===== src/rtl/dadda_pkg.sv =====
package dadda_pkg;
  localparam int unsigned OPW   = 4;
  localparam int unsigned PW    = 2 * OPW;
  localparam int unsigned NPP   = OPW * OPW;
  localparam int unsigned CPA_W = PW - 2;

  typedef logic [OPW-1:0] opnd_t;
  typedef logic [PW-1:0]  prod_t;
  typedef logic [NPP-1:0] pp_t;

  // Two carry-save rows; the second row has no bit at weight 0.
  typedef struct packed {
    logic [PW-2:0] row_a;
    logic [PW-2:1] row_b;
  } csa_rows_t;

  function automatic prod_t pp_weighted_sum(pp_t pp);
    prod_t acc;
    acc = '0;
    for (int i = 0; i < OPW; i++)
      for (int j = 0; j < OPW; j++)
        acc = acc + (prod_t'(pp[i*OPW+j]) << (i + j));
    return acc;
  endfunction
endpackage


===== src/rtl/dadda_cells.sv =====
module dadda_ha (
  input  logic x,
  input  logic y,
  output logic s,
  output logic c
);
  assign s = x ^ y;
  assign c = x & y;
endmodule

module dadda_fa (
  input  logic x,
  input  logic y,
  input  logic z,
  output logic s,
  output logic c
);
  assign s = x ^ y ^ z;
  assign c = (x & y) | (x & z) | (y & z);
endmodule


===== src/rtl/dadda_ppgen.sv =====
module dadda_ppgen
  import dadda_pkg::*;
(
  input  logic  clk,
  input  logic  rst_n,
  input  opnd_t mul_a,
  input  opnd_t mul_b,
  output pp_t   pp
);
  for (genvar gi = 0; gi < OPW; gi++) begin : g_row
    for (genvar gj = 0; gj < OPW; gj++) begin : g_col
      assign pp[gi*OPW+gj] = mul_b[gi] & mul_a[gj];
    end
  end

  // AND array yields popcount(a) * popcount(b) set bits
  p_pp_count_r2: assert property (@(posedge clk) disable iff (!rst_n)
    $countones(pp) == $countones(mul_a) * $countones(mul_b));
endmodule


===== src/rtl/dadda_tree.sv =====
module dadda_tree
  import dadda_pkg::*;
(
  input  logic      clk,
  input  logic      rst_n,
  input  pp_t       pp,
  output csa_rows_t rows
);
  logic p [OPW][OPW];
  for (genvar gi = 0; gi < OPW; gi++) begin : g_pi
    for (genvar gj = 0; gj < OPW; gj++) begin : g_pj
      assign p[gi][gj] = pp[gi*OPW+gj];
    end
  end

  // Stage 1: height limit 3, half adders at weights 3 and 4
  logic s1_w3, c1_w4, s1_w4, c1_w5;
  dadda_ha u_ha_w3 (.x(p[0][3]), .y(p[1][2]), .s(s1_w3), .c(c1_w4));
  dadda_ha u_ha_w4 (.x(p[1][3]), .y(p[2][2]), .s(s1_w4), .c(c1_w5));

  // Stage 2: height limit 2, full adders at weights 2..5
  logic s2_w2, c2_w3, s2_w3, c2_w4, s2_w4, c2_w5, s2_w5, c2_w6;
  dadda_fa u_fa_w2 (.x(p[0][2]), .y(p[1][1]), .z(p[2][0]), .s(s2_w2), .c(c2_w3));
  dadda_fa u_fa_w3 (.x(s1_w3),   .y(p[2][1]), .z(p[3][0]), .s(s2_w3), .c(c2_w4));
  dadda_fa u_fa_w4 (.x(s1_w4),   .y(p[3][1]), .z(c1_w4),   .s(s2_w4), .c(c2_w5));
  dadda_fa u_fa_w5 (.x(p[2][3]), .y(p[3][2]), .z(c1_w5),   .s(s2_w5), .c(c2_w6));

  assign rows.row_a = {p[3][3], s2_w5, s2_w4, s2_w3, s2_w2, p[0][1], p[0][0]};
  assign rows.row_b = {c2_w6, c2_w5, c2_w4, c2_w3, 1'b0, p[1][0]};

  // compression preserves the weighted column sum
  p_tree_sum_r3: assert property (@(posedge clk) disable iff (!rst_n)
    prod_t'(rows.row_a) + prod_t'({rows.row_b, 1'b0}) == pp_weighted_sum(pp));
endmodule


===== src/rtl/dadda_cpa.sv =====
module dadda_cpa #(
  parameter int unsigned W = 6
) (
  input  logic [W-1:0] x,
  input  logic [W-1:0] y,
  output logic [W-1:0] sum,
  output logic         cout
);
  logic [W:0] cy;
  always_comb begin
    cy[0] = 1'b0;
    for (int k = 0; k < W; k++) begin
      sum[k]  = x[k] ^ y[k] ^ cy[k];
      cy[k+1] = (x[k] & y[k]) | (cy[k] & (x[k] ^ y[k]));
    end
  end
  assign cout = cy[W];
endmodule


===== src/rtl/dadda_mul4.sv =====
module dadda_mul4
  import dadda_pkg::*;
#(
  parameter bit OUT_REG = 1'b1
) (
  input  logic       clk,
  input  logic       rst_n,
  input  logic [3:0] mul_a,
  input  logic [3:0] mul_b,
  output logic [7:0] product
);
  pp_t             pp;
  csa_rows_t       rows;
  logic [CPA_W-1:0] cpa_sum;
  logic            cpa_cout;
  prod_t           prod_comb;

  dadda_ppgen u_ppgen (.clk(clk), .rst_n(rst_n), .mul_a(mul_a), .mul_b(mul_b), .pp(pp));
  dadda_tree  u_tree  (.clk(clk), .rst_n(rst_n), .pp(pp), .rows(rows));
  dadda_cpa #(.W(CPA_W)) u_cpa (
    .x(rows.row_a[PW-2:1]), .y(rows.row_b), .sum(cpa_sum), .cout(cpa_cout));

  assign prod_comb = {cpa_cout, cpa_sum, rows.row_a[0]};

  // weight 0 bypasses the adder
  p_lsb_direct_r4: assert property (@(posedge clk) disable iff (!rst_n)
    prod_comb[0] == (mul_a[0] & mul_b[0]));

  if (OUT_REG) begin : g_reg
    prod_t prod_d, prod_q;
    always_comb prod_d = prod_comb;
    always_ff @(posedge clk or negedge rst_n) begin
      if (!rst_n) prod_q <= '0;
      else        prod_q <= prod_d;
    end
    assign product = prod_q;

    // registered product lags operands by one edge
    p_reg_product_r5: assert property (@(posedge clk) disable iff (!rst_n)
      1'b1 |=> product == $past(PW'(mul_a) * PW'(mul_b)));
  end else begin : g_comb
    assign product = prod_comb;

    // combinational product is exact
    p_comb_product_r1: assert property (@(posedge clk) disable iff (!rst_n)
      product == PW'(mul_a) * PW'(mul_b));
  end
endmodule


===== config.mk =====
export PLATFORM = sky130hd
export DESIGN_NAME = dadda_mul4
export DESIGN_NICKNAME = d
export VERILOG_FILES = /design/src/rtl/dadda_pkg.sv /design/src/rtl/dadda_cells.sv /design/src/rtl/dadda_ppgen.sv /design/src/rtl/dadda_tree.sv /design/src/rtl/dadda_cpa.sv /design/src/rtl/dadda_mul4.sv
export SDC_FILE = /design/constraint.sdc
export NUM_CORES = 1
export LEC_CHECK = 0
export BUFFER_PORTS_ARGS = -buffer_cell sky130_fd_sc_hd__buf_2
export CAP_MARGIN = 20
export CORE_ASPECT_RATIO = 1.25
export CORE_MARGIN = 5
export CORE_UTILIZATION = 40
export DETAILED_ROUTE_END_ITERATION = 12
export PLACE_DENSITY = 0.65
export SYNTH_ARGS = -nofsm -noshare
export SYNTH_HDL_FRONTEND = slang
export SYNTH_HIERARCHICAL = 1
export SYNTH_SLANG_ARGS = --single-unit

===== constraint.sdc =====
create_clock -name clk -period 0.8 [get_ports clk]
set_input_delay 0.12 -clock clk [delete_from_list [all_inputs] [get_ports clk]]
set_output_delay 0.12 -clock clk [all_outputs]
set_load 0.02 [all_outputs]

==> impl_metrics.py, run 1 <==
metrics = {
    "synth": {
        "ys_top_cells_by_count": "and2_1, buf_4, inv_1, fa_1, dfrtp_1",
        "syn_area_um2": 656.9,
        "synth_edf_count": 0,
        "synth.area.top_cells": "dfrtp_1, fa_1, and2_1",
        "syn_inst": 60,
        "ys_warn_count": 6,
        "syn_avg_cell_area_um2": 10.95,
        "ys_types": 7,
        "synth_top_area_cell": "dfrtp_1",
        "ys_ff_latch": 8,
        "yosysMostFrequentCell": "and2_1",
        "yosysTopAreaCellShare_pct": 30.48,
        "seq_area_frac_synth_pct": 30.48,
        "ys.flop_type": "dfrtp_1",
        "syn-num-nets": 82,
        "async_reset_ff_share_pct": 100.0,
    },
    "worst_hold_path": {
        "hold_start": "mul_a[0]",
        "hp-class": "input pin to flip-flop",
    },
    "global_routing": {
        "grt_pass1_vias": 430,
        "grt_util_all_layers_pct": 8.685,
        "grt_pass1_wl_um": 1580,
        "grt_max_degree": 9,
        "gr-total-overflow": 0,
        "antenna_found_initial": 0,
    },
    "timing": {
        "setup_viol": 14,
        "setup_tns_ps": -7498,
        "slew_violations": 0,
        "fmax_ghz": 0.3980,
        "setup_ws_ps": -1713,
        "timing.final.crit_period_ps": 2513,
        "rsz0062_at_grt": "yes",
        "finalHoldViolCount": 0,
        "hold_ws_ps": 218.5,
        "finalCritPeriodShare_pct": 314.1,
    },
    "place": {
        "hpwlAfterDp_um": 865.7,
        "gp_congestion": 0.7333,
        "postPlaceCellArea_um2": 749.5,
        "dp.cells": 89,
        "portBuffers": 17,
    },
    "drt": {
        "wl_per_cell_um": 10.04,
        "dr_wl_met3_um": 94,
        "postRouteAntennaNets": 0,
        "vias": 390,
        "drt_iter0_drc": 0,
        "wirelength_met1_um": 339,
        "topRoutingLayerUsed": "met4",
        "via_per_inst": 4.194,
        "met2_length_um": 488,
        "drt-total-wl_um": 934,
        "drc": 0,
        "drtPass1Iterations": 1,
    },
    "cells_and_area": {
        "fin_nets": 99,
        "final_cells": 93,
        "fin_util_pct": 54.97,
        "fin_area_um2": 858.3,
        "diodes": 0,
        "areaGrowthSynthToFinish_pct": 30.67,
        "layout-drive-gt1-share_pct": 57.33,
        "largest_reg_flops": 8,
        "layout.area.seq_um2": 200.2,
        "fillCellCount": 138,
        "multi_input_area_um2": 359.1,
    },
    "setup_path": {
        "critPathKind": "input pin to flip-flop",
        "crit_chain": "buf_6, and2_4, fa_1, inv_2, fa_2, inv_2, fa_2, fa_2, fa_2, inv_2, fa_2, inv_1",
        "required_ps": 980,
        "startpoint": "mul_a[1]",
        "crit_top_cell": "fa_2",
        "cp_slowest_cell": "fa_1",
        "worstSetupStartpointType": "input pin",
        "crit_fanout": 2,
        "cp-end-kind": "flip-flop",
        "cp.arrival_ps": 2700,
        "slowest_delay_ps": 480,
    },
    "clock_network": {
        "cts.path.max_buffers": 2,
        "cts_buffers": 3,
        "cts_tree": "yes",
        "cts.sinks": 8,
        "root_buffer": "clkbuf_4",
        "post_cts_buffers": 0,
        "cts-htree-levels": 1,
        "clk_pin_slew_ps": 50,
    },
    "power_and_ir_drop": {
        "swShare_pct": 30.69,
        "p_sw_uw": 445.0,
        "p_seq_share_pct": 37.0,
        "powerDensity_nw_per_um2": 1689,
        "clkPwrFrac_pct": 19.6,
        "p_comb_share_pct": 43.4,
        "vdd_ir_drop_max_mv": 0.5495,
        "leakagePower_nw": 0.4281,
        "p_int_mw": 1.005,
    },
    "die": {
        "io_pins": 18,
        "die_h_um": 55.31,
        "die_area_um2": 2558,
        "core_um2": 1562,
        "fp.dieW_um": 46.25,
        "num_rows": 16,
        "start_util_pct": 42.07,
    },
    "flow_run": {
        "maxCapViolCount": 0,
    },
    "outcome": {
        "run_status": "finished with violations",
        "violations": "negative setup slack",
    },
}
## metrics by stage
step / setup slack (ps) / total power, mW
after floorplan: -1892 / 0.9023
after global placement: -1997 / 1.012
after detailed placement: -2012 / 1.031
after CTS: -1712 / 1.476
after global routing: -1779 / 1.559
final: -1713 / 1.450
## critical path: cells and delay by family
family,cells,cell delay [ps]
buf+inv,5,320
simple gates,1,150
fa+ha+maj,6,2110
## path summary, 6_finish.rpt
path	endpoint	slack [ps]	cells past startpoint
max	product[6]	-1710	12
min	product[0]	220	3
max in group asynchronous	product[6]	400	2
min in group asynchronous	product[1]	240	2
## placed cells by master (no fill, tap or decap)
| master | instances |
|---|---|
| buf_6 | 11 |
| and2_1 | 11 |
| buf_4 | 7 |
| buf_2 | 6 |
| dlygate4sd3_1 | 1 |
| ha_1 | 2 |
| conb_1 | 1 |
| ha_4 | 1 |
| and2_4 | 5 |
| inv_1 | 5 |
| fa_1 | 4 |
| clkbuf_4 | 3 |
| fa_2 | 5 |
| inv_2 | 5 |
| dfrtp_1 | 8 |
## layer usage
| layer | track usage (%) | vias to the layer above |
|---|---|---|
| met3 | 2.597 | 2 |
| met4 | 7.317 | 0 |
| met5 | 0 | - |
| li1 | - | 190 |
| met2 | 13.78 | 18 |
| met1 | 8.624 | 180 |
## final cells by class
type                       count  share of cell area, %
multi-input combinational     29                  41.84
inverter                      10                  4.373
tap                           18                  2.624
timing repair buffer          25                  25.22
sequential                     8                  23.32
clock buffer                   3                  2.624
## repair_timing
item	4_1_cts	5_1_grt
pin swaps	3	1
hold buffers	1	0
gates resized for setup	23	3
hold endpoints to repair	8	0
endpoints found under the setup margin	14	14
## cells by family after synthesis
| family | Yosys count | synth area share, % |
|---|---|---|
| buffers and inverters | 23 | 20.57 |
| and+or+nand+nor | 16 | 15.24 |
| adders and majority gates | 12 | 33.14 |
| DFF | 8 | 30.48 |
| other | 1 | 0.5709 |
## power by group through the flow
stage          clock network, mW  logic [mW]  registers (mW)
2_1_floorplan                  0       0.257           0.646
3_3_place_gp                   0       0.496           0.516
3_5_place_dp                   0       0.512           0.520
4_1_cts                    0.304       0.636           0.537
5_1_grt                    0.324       0.693           0.542
6_report                   0.284       0.629           0.536
Note: power is estimated with default switching activity, not from simulation.
==> inputs of run 2 (changes only) <==
PLACE_DENSITY = 0.69   (was 0.65)
==> run 2 against run 1 <==
- the run still ends with negative setup slack left
- die area is the same
- design area is the same
- critical path depth is the same
- clock power is essentially flat
- critical path type unchanged
- largest power group unchanged
==> impl_metrics.py, run 2 (same netlist as run 1, synthesis figures left out) <==
metrics = {
    "outcome": {
        "run_status": "finished with violations",
        "violations": "negative setup slack",
    },
    "power_and_ir_drop": {
        "vdd_ir_drop_max_mv": 0.5852,
        "leakagePower_nw": 0.4266,
        "fin_total_pwr_mw": 1.462,
        "powerDensity_nw_per_um2": 1704,
    },
    "drt": {
        "met2_length_um": 569,
        "postRouteAntennaNets": 0,
        "topRoutingLayerUsed": "met4",
        "drt_iter0_drc": 0,
        "vias": 403,
        "wl_per_cell_um": 10.73,
        "wirelength_met1_um": 309,
        "drc": 0,
        "dr_wl_met3_um": 111,
        "drtPass1Iterations": 1,
        "drt-total-wl_um": 998,
        "via_per_inst": 4.333,
    },
    "clock_network": {
        "clk_pin_slew_ps": 50,
        "cts_tree": "yes",
        "cts.sinks": 8,
        "post_cts_buffers": 0,
        "cts-htree-levels": 1,
        "cts_buffers": 3,
        "root_buffer": "clkbuf_4",
        "cts.path.max_buffers": 2,
    },
    "global_routing": {
        "grt_pass1_vias": 468,
        "antenna_found_initial": 0,
        "grt_util_all_layers_pct": 9.452,
        "grt_max_degree": 9,
        "gr-total-overflow": 0,
        "grt_pass1_wl_um": 1759,
    },
    "place": {
        "gp_congestion": 0.7221,
        "hpwlAfterDp_um": 962.8,
        "postPlaceCellArea_um2": 749.5,
        "portBuffers": 17,
    },
    "cells_and_area": {
        "fin_nets": 99,
        "fin_area_um2": 858.3,
        "final_cell_mix": "buf_6, and2_1, dfrtp_1, buf_4",
        "areaGrowthSynthToFinish_pct": 30.67,
        "largest_reg_flops": 8,
        "layout-drive-gt1-share_pct": 58.67,
        "fillCellCount": 133,
        "diodes": 0,
    },
    "timing": {
        "finalHoldViolCount": 0,
        "timing.final.crit_period_ps": 2522,
        "setup_ws_ps": -1722,
        "finalCritPeriodShare_pct": 315.3,
        "setup_viol": 14,
        "fmax_ghz": 0.3965,
        "slew_violations": 0,
        "rsz0062_at_grt": "yes",
    },
    "die": {
        "io_pins": 18,
        "num_rows": 16,
        "core_um2": 1562,
        "fp.dieW_um": 46.25,
        "die_h_um": 55.31,
        "start_util_pct": 42.07,
        "die_area_um2": 2558,
    },
    "setup_path": {
        "cp.arrival_ps": 2710,
        "crit_top_cell": "fa_2",
        "slowest_delay_ps": 490,
        "crit_chain": "buf_6, and2_4, fa_1, inv_2, fa_2, inv_2, fa_2, fa_2, fa_2, inv_2, fa_2, inv_2",
        "required_ps": 980,
        "worstSetupStartpointType": "input pin",
        "cp-end-kind": "flip-flop",
        "critPathKind": "input pin to flip-flop",
        "cp_slowest_cell": "fa_1",
        "crit_fanout": 2,
    },
    "worst_hold_path": {
        "hp-class": "input pin to flip-flop",
    },
    "flow_run": {
        "maxCapViolCount": 0,
    },
}
==> run 2: cell counts in the layout (fill, tap and decap cells not counted) <==
Identical to the previous run, type by type.
==> run 2: cell type report <==
class | count | area (um2) | share of cell area, %
clock buffers | 3 | 22.52 | 2.624
inverters | 10 | 37.54 | 4.373
multi-input cells | 29 | 359.1 | 41.84
flip-flops and latches | 8 | 200.2 | 23.32
well taps | 18 | 22.52 | 2.624
repair buffers | 25 | 216.5 | 25.22
==> run 2: worst max-delay path, delay by kind of cell <==
| kind | cells | cell delay [ps] |
|---|---|---|
| and+or+nand+nor | 1 | 150 |
| adders and majority gates | 6 | 2110 |
| buffers and inverters | 5 | 320 |
==> run 2: power breakdown <==
group | switching [mW] | internal [mW] | total (mW)
Combinational | 0.297 | 0.344 | 0.641
Sequential | 0.0410 | 0.496 | 0.537
Clock | 0.114 | 0.170 | 0.285
==> run 2: repair_timing <==
item / in CTS / in global routing
gates cloned: 0 / 0
hold endpoints to repair: 8 / 0
hold buffers: 1 / 0
endpoints found under the setup margin: 14 / 14
resized for setup: 24 / 4
pin swaps: 2 / 0
==> run 2: metal layers <==
metal	track usage, %	up-vias
li1	-	189
met1	9.278	194
met2	16.34	18
met3	3.247	2
met4	4.878	0
met5	0	-
==> run 2: final timing paths <==
check | from | endpoint | cells after the start
min in group asynchronous | rst_n | product[3] | 2
max in group asynchronous | rst_n | product[6] | 2
worst min-delay path | mul_a[0] | product[0] | 3
worst max-delay path | mul_a[1] | product[6] | 12
==> run 2: stage by stage <==
| step | setup slack, ps | hold WS [ps] | setup TNS [ps] | util [%] | cells |
|---|---|---|---|---|---|
| floorplan | -1892 | -175.6 | -8155 | - | 60 |
| global placement | -1987 | -40.99 | -8816 | 48.00 | 89 |
| detailed placement | -2022 | -32.89 | -9035 | 48.00 | 89 |
| CTS | -1721 | 197.3 | -7659 | 54.57 | 93 |
| global route | -1780 | 217.4 | -8049 | 54.97 | 93 |
| finish | -1722 | 211.4 | -7560 | 54.97 | 93 |
==> inputs of run 3 (changes only) <==
==> constraint.sdc (replaced) <==
create_clock -name clk -period 0.8 [get_ports clk]
set_input_delay 0.16 -clock clk [delete_from_list [all_inputs] [get_ports clk]]
set_output_delay 0.16 -clock clk [all_outputs]
set_load 0.02 [all_outputs]
==> run 3 against run 2 <==
- the flow still finishes with violations (negative setup slack)
- combinational power fell by 2%
- largest cell class unchanged
- maximum frequency down 1.4%
- critical path type unchanged
- via count down 5.0%
- final cell count is 2.2% lower
- worst setup slack got worse by 36 ps
- global-route usage is 0.18 points lower
- design area is 0.58% lower
- wire length decreased by 12%
- power is 1.6% lower
- first-iteration DRC count is 2 higher
==> impl_metrics.py, run 3 (same netlist as run 1, synthesis figures left out) <==
metrics = {
    "global_routing": {
        "grt_util_all_layers_pct": 9.274,
        "gr-total-overflow": 0,
        "grt_pass1_vias": 456,
        "antenna_found_initial": 0,
        "grt_pass1_wl_um": 1773,
        "grt_max_degree": 9,
    },
    "outcome": {
        "run_status": "finished with violations",
        "violations": "negative setup slack",
    },
    "place": {
        "dp_slack_ps": -2043,
        "portBuffers": 17,
        "gp_congestion": 0.7043,
        "dp.cells": 87,
        "hpwlAfterDp_um": 828,
    },
    "setup_path": {
        "cp.arrival_ps": 2740,
        "startpoint": "mul_a[2]",
        "crit_top_cell": "fa_2",
        "required_ps": 980,
        "critPathKind": "input pin to flip-flop",
        "cp_slowest_cell": "fa_1",
        "cp-end-kind": "flip-flop",
        "crit_chain": "buf_2, and2_1, ha_4, fa_1, fa_2, fa_2, fa_2, inv_2, fa_2, inv_2",
        "slowest_delay_ps": 430,
        "worstSetupStartpointType": "input pin",
        "crit_fanout": 3,
    },
    "die": {
        "fp.dieW_um": 46.25,
        "die_area_um2": 2558,
        "num_rows": 16,
        "core_um2": 1562,
        "start_util_pct": 42.07,
        "die_h_um": 55.31,
        "io_pins": 18,
    },
    "timing": {
        "setup_tns_ps": -8011,
        "finalCritPeriodShare_pct": 319.8,
        "slew_violations": 0,
        "rsz0062_at_grt": "yes",
        "timing.final.crit_period_ps": 2559,
        "setup_ws_ps": -1759,
        "fmax_ghz": 0.3908,
        "finalHoldViolCount": 0,
        "setup_viol": 14,
    },
    "drt": {
        "drtPass1Iterations": 2,
        "via_per_inst": 4.209,
        "wl_per_cell_um": 9.604,
        "postRouteAntennaNets": 0,
        "vias": 383,
        "drt_iter0_drc": 2,
        "drt-total-wl_um": 874,
        "drc": 0,
    },
    "power_and_ir_drop": {
        "p_seq_share_pct": 37.1,
        "p_sw_uw": 439.6,
        "swShare_pct": 30.56,
        "p_comb_share_pct": 43.5,
        "powerDensity_nw_per_um2": 1686,
        "clkPwrFrac_pct": 19.4,
        "vdd_ir_drop_max_mv": 0.5845,
        "p_int_uw": 998.8,
        "leakagePower_nw": 0.4138,
    },
    "clock_network": {
        "clk_pin_slew_ps": 50,
        "cts-htree-levels": 1,
        "cts_tree": "yes",
        "cts.sinks": 8,
        "cts_buffers": 3,
        "cts.path.max_buffers": 2,
        "root_buffer": "clkbuf_4",
    },
    "cells_and_area": {
        "final_cells": 91,
        "final_common_cell": "and2_1",
        "areaGrowthSynthToFinish_pct": 29.90,
        "layout-drive-gt1-share_pct": 57.53,
        "largest_reg_flops": 8,
        "final_cell_mix": "and2_1, buf_6, dfrtp_1, buf_2, inv_2",
        "diodes": 0,
        "fin_nets": 97,
        "fin_util_pct": 54.65,
    },
    "flow_run": {
        "maxCapViolCount": 0,
    },
    "worst_hold_path": {
        "min_path_cells": 3,
        "hp-class": "input pin to flip-flop",
        "hold_start": "mul_a[0]",
        "min_to": "product[0]",
    },
}
-- run 3: changes by cell type in the layout (fill, tap and decap cells not counted) --
cell,change
buf_4,-2
and2_1,+1
and2_4,-1
ha_4,+1
ha_1,-1
-- run 3: per-stage QoR --
stage               instance area (um2)  hold WS, ps  total power [mW]
global placement                  747.0        2.191             1.006
CTS                               844.6        254.0             1.453
floorplan                         699.4       -135.6            0.9061
finish                            853.3        260.0             1.438
global route                      853.3        261.0             1.568
detailed placement                747.0        6.092             1.023
-- run 3: worst max path at each step --
stage                  to  depth (start not counted)
3_5_place_dp   product[6]                         12
2_1_floorplan  product[6]                         12
3_3_place_gp   product[6]                         12
5_1_grt        product[6]                         12
4_1_cts        product[6]                         12
6_report       product[6]                         10
-- run 3: timing repair --
action / 4_1_cts / 5_1_grt
hold buffers: 1 / 0
setup buffers: 0 / 0
hold endpoints to repair: 8 / 0
gates resized for setup: 20 / 5
pin swaps: 1 / 1
endpoints found under the setup margin: 14 / 14
-- run 3: power by group through the flow --
stage / sequential (mW) / combinational [mW] / clock (mW)
2_1_floorplan: 0.646 / 0.260 / 0
3_3_place_gp: 0.515 / 0.491 / 0
3_5_place_dp: 0.518 / 0.505 / 0
4_1_cts: 0.535 / 0.624 / 0.294
5_1_grt: 0.546 / 0.701 / 0.322
6_report: 0.534 / 0.625 / 0.279
-- run 3: layer usage --
| metal | share of wire [%] | up-vias | GRT usage, % |
|---|---|---|---|
| li1 | - | 184 | - |
| met1 | 35 | 181 | 11.18 |
| met2 | 53 | 16 | 14.57 |
| met3 | 9.2 | 2 | 2.273 |
| met4 | 2.6 | 0 | 4.878 |
| met5 | 0 | - | 0 |
-- run 3: worst max-delay path, delay by kind of cell --
kind	cells	cell delay [ps]
adder cells (fa/ha/maj)	6	2190
buffers and inverters	3	220
AND/OR/NAND/NOR	1	160
-- run 3: layout make-up --
type | instances | area [um2]
Clock buffer | 3 | 22.52
Sequential cell | 8 | 200.2
Timing Repair Buffer | 23 | 201.4
Tap cell | 18 | 22.52
Fill cell | 133 | 708.2
Inverter | 10 | 37.54
Multi-Input combinational cell | 29 | 369.1
